$ cat src/rtl/spd_pkg.sv
package spd_pkg;
    localparam logic [7:0] ENTRY_BYTE0 = 8'hAC;
    localparam logic [7:0] ENTRY_BYTE1 = 8'h53;
    localparam int unsigned BYTE_BITS  = 8;
endpackage

$ cat src/rtl/spd_sync.sv
module spd_sync #(
    parameter int unsigned WIDTH  = 2,
    parameter int unsigned STAGES = 2
) (
    input  logic             clk,
    input  logic             rst_n,
    input  logic             bypass,
    input  logic [WIDTH-1:0] d,
    output logic [WIDTH-1:0] q
);
    logic [WIDTH-1:0] stg_q [STAGES];

    for (genvar s = 0; s < STAGES; s++) begin : g_stage
        if (s == 0) begin : g_first
            always_ff @(posedge clk or negedge rst_n) begin
                if (!rst_n) stg_q[s] <= '0;
                else        stg_q[s] <= d;
            end
        end else begin : g_rest
            always_ff @(posedge clk or negedge rst_n) begin
                if (!rst_n) stg_q[s] <= '0;
                else        stg_q[s] <= stg_q[s-1];
            end
        end
    end

    // bypass drops the last stage, one cycle less lag
    assign q = bypass ? stg_q[STAGES-2] : stg_q[STAGES-1];
endmodule

$ cat src/rtl/spd_edge.sv
module spd_edge (
    input  logic clk,
    input  logic rst_n,
    input  logic sck_s,
    output logic rise,
    output logic fall
);
    logic prev_q;

    always_ff @(posedge clk or negedge rst_n) begin
        if (!rst_n) prev_q <= 1'b0;
        else        prev_q <= sck_s;
    end

    assign rise = sck_s & ~prev_q;
    assign fall = ~sck_s & prev_q;
endmodule

$ cat src/rtl/spd_core.sv
module spd_core #(
    parameter int unsigned INSTR_BYTES = 4
) (
    input  logic clk,
    input  logic rst_n,
    input  logic resync,
    input  logic rise,
    input  logic fall,
    input  logic din,
    output logic prog_mode,
    output logic out_en,
    output logic dout,
    output logic use_fast
);
    import spd_pkg::*;

    localparam int unsigned NBITS = INSTR_BYTES * BYTE_BITS;
    localparam int unsigned BCW   = $clog2(NBITS);
    localparam logic [BCW-1:0] LAST_B0  = BCW'(BYTE_BITS - 1);
    localparam logic [BCW-1:0] LAST_B1  = BCW'(2 * BYTE_BITS - 1);
    localparam logic [BCW-1:0] ECHO_BEG = BCW'(2 * BYTE_BITS);
    localparam logic [BCW-1:0] ECHO_END = BCW'(3 * BYTE_BITS);

    typedef struct packed {
        logic [BCW-1:0] bit_cnt;
        logic [7:0]     shreg;
        logic [7:0]     tx;
        logic           hdr_ok;
        logic           failed;
        logic           mode;
        logic           oe;
        logic           primed;
        logic           fast;
    } core_st_t;

    core_st_t st_d, st_q;
    logic [7:0] byte_in;

    always_comb begin
        st_d    = st_q;
        byte_in = {st_q.shreg[6:0], din};
        if (resync) begin
            st_d.bit_cnt = '0;
            st_d.shreg   = '0;
            st_d.tx      = '0;
            st_d.hdr_ok  = 1'b0;
            st_d.failed  = 1'b0;
            st_d.mode    = 1'b0;
            st_d.oe      = 1'b0;
            st_d.fast    = st_q.primed;
        end else begin
            if (rise && !st_q.failed) begin
                st_d.shreg   = byte_in;
                st_d.bit_cnt = st_q.bit_cnt + 1'b1;
                if (st_q.bit_cnt == LAST_B0) begin
                    st_d.hdr_ok = (byte_in == ENTRY_BYTE0);
                    if (byte_in != ENTRY_BYTE0 && !st_q.mode) st_d.failed = 1'b1;
                end else if (st_q.bit_cnt == LAST_B1) begin
                    if (st_q.hdr_ok && byte_in == ENTRY_BYTE1) begin
                        st_d.mode   = 1'b1;
                        st_d.oe     = 1'b1;
                        st_d.primed = 1'b1;
                        st_d.tx     = ENTRY_BYTE1;
                    end else if (!st_q.mode) begin
                        st_d.failed = 1'b1;
                    end
                end
            end
            if (fall && st_q.mode) begin
                if (st_q.bit_cnt > ECHO_BEG && st_q.bit_cnt < ECHO_END)
                    st_d.tx = {st_q.tx[6:0], 1'b0};
                else if (st_q.bit_cnt == ECHO_END)
                    st_d.tx = '0;
            end
        end
    end

    always_ff @(posedge clk or negedge rst_n) begin
        if (!rst_n) st_q <= '0;
        else        st_q <= st_d;
    end

    assign prog_mode = st_q.mode;
    assign out_en    = st_q.oe;
    assign dout      = st_q.tx[7];
    assign use_fast  = st_q.fast;
endmodule

$ cat src/rtl/spi_prog_detect.sv
module spi_prog_detect #(
    parameter int unsigned SYNC_STAGES = 2,
    parameter int unsigned INSTR_BYTES = 4
) (
    input  logic clk,
    input  logic rst_n,
    input  logic tgt_rst,
    input  logic sck,
    input  logic mosi,
    output logic prog_mode,
    output logic miso_oe,
    output logic miso_o
);
    logic [1:0] ser_s;
    logic       rst_s;
    logic       use_fast;
    logic       rise, fall;

    spd_sync #(.WIDTH(2), .STAGES(SYNC_STAGES)) u_ser_sync (
        .clk(clk), .rst_n(rst_n), .bypass(use_fast),
        .d({mosi, sck}), .q(ser_s)
    );

    spd_sync #(.WIDTH(1), .STAGES(SYNC_STAGES)) u_rst_sync (
        .clk(clk), .rst_n(rst_n), .bypass(1'b0),
        .d(tgt_rst), .q(rst_s)
    );

    spd_edge u_edge (
        .clk(clk), .rst_n(rst_n), .sck_s(ser_s[0]),
        .rise(rise), .fall(fall)
    );

    spd_core #(.INSTR_BYTES(INSTR_BYTES)) u_core (
        .clk(clk), .rst_n(rst_n), .resync(rst_s),
        .rise(rise), .fall(fall), .din(ser_s[1]),
        .prog_mode(prog_mode), .out_en(miso_oe), .dout(miso_o),
        .use_fast(use_fast)
    );
endmodule

$ cat config.mk
export PLATFORM = sky130hd
export DESIGN_NAME = spi_prog_detect
export DESIGN_NICKNAME = d
export VERILOG_FILES = /design/src/rtl/spd_pkg.sv /design/src/rtl/spd_sync.sv /design/src/rtl/spd_edge.sv /design/src/rtl/spd_core.sv /design/src/rtl/spi_prog_detect.sv
export SDC_FILE = /design/constraint.sdc
export NUM_CORES = 1
export LEC_CHECK = 0
export ABC_AREA = 0
export BUFFER_PORTS_ARGS = -buffer_cell sky130_fd_sc_hd__buf_4
export CORE_ASPECT_RATIO = 2
export CORE_MARGIN = 3
export CORE_UTILIZATION = 40
export DETAILED_ROUTE_END_ITERATION = 8
export PLACE_DENSITY = 0.61
export SLEW_MARGIN = 30
export SYNTH_ARGS = -nofsm -noshare
export SYNTH_HDL_FRONTEND = slang
export SYNTH_HIERARCHICAL = 1
export SYNTH_SLANG_ARGS = --single-unit
$ cat constraint.sdc
create_clock -name clk -period 1.75 [get_ports clk]
set_clock_uncertainty 0.05 [all_clocks]
set_input_delay 0.0875 -clock clk [delete_from_list [all_inputs] [get_ports clk]]
set_output_delay 0.0875 -clock clk [all_outputs]
set_load 0.1 [all_outputs]
After elaboration in Yosys (flattened, before gate mapping)
Cells that the tools add are included.
- $add $sub $neg: 1
- order comparisons: 2
- equal/unequal tests: 10
- multiplexer cells: 17
- bitwise operators: 6
- reductions and logical operators: 16
- operators by type and width (kind ; number):
    $mux W8 ; 6
    $mux W26 ; 1
    $mux W25 ; 1
    $reduce_and A5 Y1 ; 2
    $eq A8 B7 Y1 const B ; 1
    $eq A8 B8 Y1 const B ; 1
    $ne A8 B8 Y1 const B ; 1
    $reduce_bool A2 Y1 ; 4
    $mux W3 ; 2
    $ne A3 B3 Y1 const B ; 2
    $add A5 B1 Y5 const B ; 1
    $eq A5 B3 Y1 const B ; 1
    $eq A5 B4 Y1 const B ; 1
    $eq A5 B5 Y1 const B ; 1
    $gt A5 B5 Y1 const B ; 1
    $logic_and A1 B1 Y1 ; 5
    $lt A5 B5 Y1 const B ; 1
    $mux W1 ; 5
    $mux W4 ; 1
    $not A1 Y1 ; 4
    $reduce_and A4 Y1 ; 1
    $ne A3 B2 Y1 const B ; 1
    $reduce_bool A3 Y1 ; 1
    $and A1 B1 Y1 ; 2
    other kinds (4) ; 5
- register bits after elaboration: 33
- input bits: 5
- output and inout port bits: 3
- word-level logic and storage cells: 66

Depth between registers and ports, before layout
- depth after elaboration: 11
- depth in mapped cells: 7
- depth with buffers taken out: 6

By module
The synthesis kept the hierarchy.
- modules (own cells, without submodules) (module ; instances ; cells an instance ; area an instance (sq um) ; sequential area each (sq um)):
    spd_core ; 1 ; 115 ; 1219.9 ; 625.6
    spd_sync at u_ser_sync ; 1 ; 6 ; 122.6 ; 100.1
    spd_sync at u_rst_sync ; 1 ; 3 ; 65.1 ; 50.0
    spd_edge ; 1 ; 3 ; 40.0 ; 25.0
    spi_prog_detect ; 1 ; 1 ; 3.8 ; 0.0

Least setup slack after synthesis
Ideal clock, no wire load.
- path type: reg-to-reg
- from: register u_core.st_q, in the netlist u_core/prog_mode
- to: register u_core/st_q[10] (netlist name)
- library setup time: 88 ps
- data arrival time: 1934 ps
- required time: 1612 ps
- path slack: -321 ps
- cell stages (with the launch flop): 5
- buffers on the path: 0
- clock period less this slack: 2071 ps
- cells stage by stage: dfrtp_1 -> nand3_1 -> nor4_4 -> nand2_1 -> a22oi_1
- RTL lines (element ; RTL line ; source):
    from (decl) ; spd_core.sv:36 ; core_st_t st_d, st_q;
    from (signal assigned) ; spd_core.sv:80 ; else st_q <= st_d;

==> impl_metrics.yaml <==
clock_network:
  cts_sinks: 32
  cts_max_level: 2
  clkTransAtPathRegs_ns: 0.07
  clockBufferDepth: 2
  cts_buffers: 5
  cts-root-buf: "clkbuf_8"
  clk_latency_ns: 0.28
  cts_tree: "done"
synthesis:
  synth-seq-cells: 32
  ys.flop_type: "dfrtp_1"
  synthTopCellsByArea: "dfrtp_1 55%, nand2_1 5.9%, a21oi_1 5.2%"
  synthTopCellsByCount: "32 x dfrtp_1, 23 x nand2_1, 15 x a21oi_1"
  ys_async_sr_fraction: 1.000
  yosysSeqAreaShare: 0.5517
  syn-mean-instance-area_sq_um: 11.34
  syn_inst: 128
  synth_edf_count: 0
  syn_area_sq_um: 1451
  synth_nets: 136
  synth_warnings: 6
  synthDominantCellAreaShare: 0.5517
  synth.most_common_cell: "dfrtp_1"
  synth.distinct_cells: 35
  synth_area_leader_cell: "dfrtp_1"
finish:
  nets: 165
  final.fill_count: 317
  fin_area_sq_um: 1918
  area_growth_pct: 32.16
  antenna_cells: 0
  seq_area_sq_um: 802.0
  stdcell_count: 206
  drive_gt1_frac: 0.3608
  multi_input_area_sq_um: 713.2
sta:
  max_slew.worst_pin.slew_ns: 0.5286
  rsz0062_at_grt: "yes"
  drv_slew: 0
  hold_violations: 0
  period_needed_ns: 1.840
  setup-violations-final: 9
  slew_headroom: 0.6428
  period_share: 1.051
  max_freq_ghz: 0.5436
  whs_ns: 0.2294
  setup_slack_ns: -0.08975
place:
  io_buffer_count: 7
  gp_congestion: 0.7993
  hpwlAfterDp_um: 2028
  post_dp_cell_area_sq_um: 1628
  dp.cells: 187
grt:
  grt_max_degree: 33
  antenna_found_initial: 0
  grt_pass1_vias: 1077
  track_usage: 0.1511
  overflow: 0
  grt_pass1_wl_um: 5050
pwr:
  power.density_nw_per_um2: 787.4
  leakagePower_nw: 0.8748
  ir_drop_v: 0.0004877
  p_total_mw: 1.510
route:
  first_iter_violations: 9
  routedWlPerCell_um: 14.99
  vias: 1063
  firstDrtPassIters: 4
  viasPerCell: 5.160
  drc: 0
  ant_nets: 0
  wirelength_um: 3088
die:
  row_count: 30
  core-area_sq_um: 3453
  die_h_um: 91.19
  floorplan.initialDensity: 0.4203
  die-area_sq_um: 4431
  ioPinCount: 8
  die_x_um: 48.60
worst_setup_path:
  required_ns: 1.92
  cp_max_fo: 5
  setup.worst_path.end_class: "flop"
  critPathMaxStageDelay_ns: 0.39
  critPathArrivalTime_ns: 2.01
  crit_start: "u_core/use_fast"
  crit_slowest_cell: "dfrtp_1"
  path_cells: "mux2_4 -> and2b_2 -> nand3_4 -> nor4_4 -> buf_4 -> buf_6 -> a32o_1"
  start_kind: "flop"
  setup.worst_path.class: "flop to flop"
  reg2reg_from: "u_core/use_fast"
job:
  timing.max_cap.violations: 0
min_path:
  holdCritPathClass: "primary input to asynchronous set/reset pin"
status:
  violations: "negative setup slack"
  status: "complete, but fails checks"
==> path summary, 6_finish.rpt <==
| kind | endpoint | slack [ns] | cells after the start |
|---|---|---|---|
| worst min-delay path | u_core/prog_mode | 0.23 | 2 |
| worst max register to register | u_core/dout | -0.09 | 7 |
| min in group clk | u_ser_sync/stg_q[0] | 0.32 | 0 |
| worst min register to register | u_ser_sync/stg_q[0] | 0.32 | 0 |
| max in group asynchronous | u_core/prog_mode | 1.12 | 2 |
| worst max-delay path | u_core/dout | -0.09 | 7 |
==> flip-flops by register name (all words and copies together), names as in the netlist <==
register	flops
u_core/dout	1
u_core/byte_in	7
u_core/prog_mode	1
u_core/use_fast	1
u_ser_sync/stg_q	4
u_rst_sync/stg_q	2
u_core/st_q	15
u_edge/prev_q	1
==> through the flow <==
step	setup TNS (ns)	utilization	setup WS, ns
finish	-0.5612	0.5554	-0.08975
global route	-2.029	0.5554	-0.1809
CTS	-0.7746	0.5283	-0.1042
detailed placement	-0.8571	0.4714	-0.1142
global placement	-0.4555	0.4714	-0.07951
floorplan	-0.2783	-	-0.09110
==> cell type report <==
| type | count | area share |
|---|---|---|
| tap | 48 | 0.03131 |
| timing repair buffer | 27 | 0.1168 |
| sequential | 32 | 0.4181 |
| multi-input combinational | 86 | 0.3718 |
| clock buffer | 8 | 0.05219 |
| inverter | 5 | 0.009785 |
==> metal layers <==
layer	GRT usage	share of wire
met1	0.1442	0.36
met2	0.2880	0.59
met3	0.04105	0.023
met4	0.07126	0.024
met5	0	0
==> worst max-delay path: cells and delay by family (launching register included) <==
kind,cells,cell delay [ns]
AO/OA/AOI/OAI,1,0.11
buffers and inverters,2,0.28
flip-flops,1,0.39
multiplexers,1,0.31
AND/OR/NAND/NOR,3,0.64
==> where the power goes <==
group	internal (mW)	switching [mW]	total [mW]	leakage [nW]
sequential	0.755	0.0133	0.768	0.417
clock	0.359	0.265	0.624	0.0515
combinational	0.0506	0.0677	0.118	0.406
total	1.16	0.346	1.51	0.875
==> layout by cell type, fill, tap and decap left out, types with 3 or more instances in the layout <==
cell and instances:
nor2_1 4, nand2_2 3, inv_1 5, buf_6 3, nand2_1 19, xor2_1 3
a21oi_1 12, dfrtp_1 31, buf_4 20, a21oi_2 3, clkbuf_8 7, mux2_4 3
a22oi_2 3, nand4b_4 3, a32o_1 4, dlygate4sd3_1 4
==> kinds of logic after synthesis <==
family                   count (synthesis)  share of synthesized area
AO/OA/AOI/OAI                           27                     0.1216
XOR/XNOR                                 4                    0.02414
other                                    1                   0.002584
flip-flops                              32                     0.5517
multiplexers                             4                    0.03362
AND/OR/NAND/NOR                         46                     0.2078
buffers and inverters                   11                    0.03276
adder cells (fa/ha/maj)                  3                    0.02586
==> repair_timing <==
item / 4_1_cts / 5_1_grt
endpoints found under the setup margin: 17 / 20
hold buffers: 4 / 0
setup buffers: 2 / 3
resized for setup: 10 / 12
endpoints found under the hold margin: 35 / 0
cloned: 1 / 1
pin swaps: 2 / 9
(Power assumes the default switching activity.)
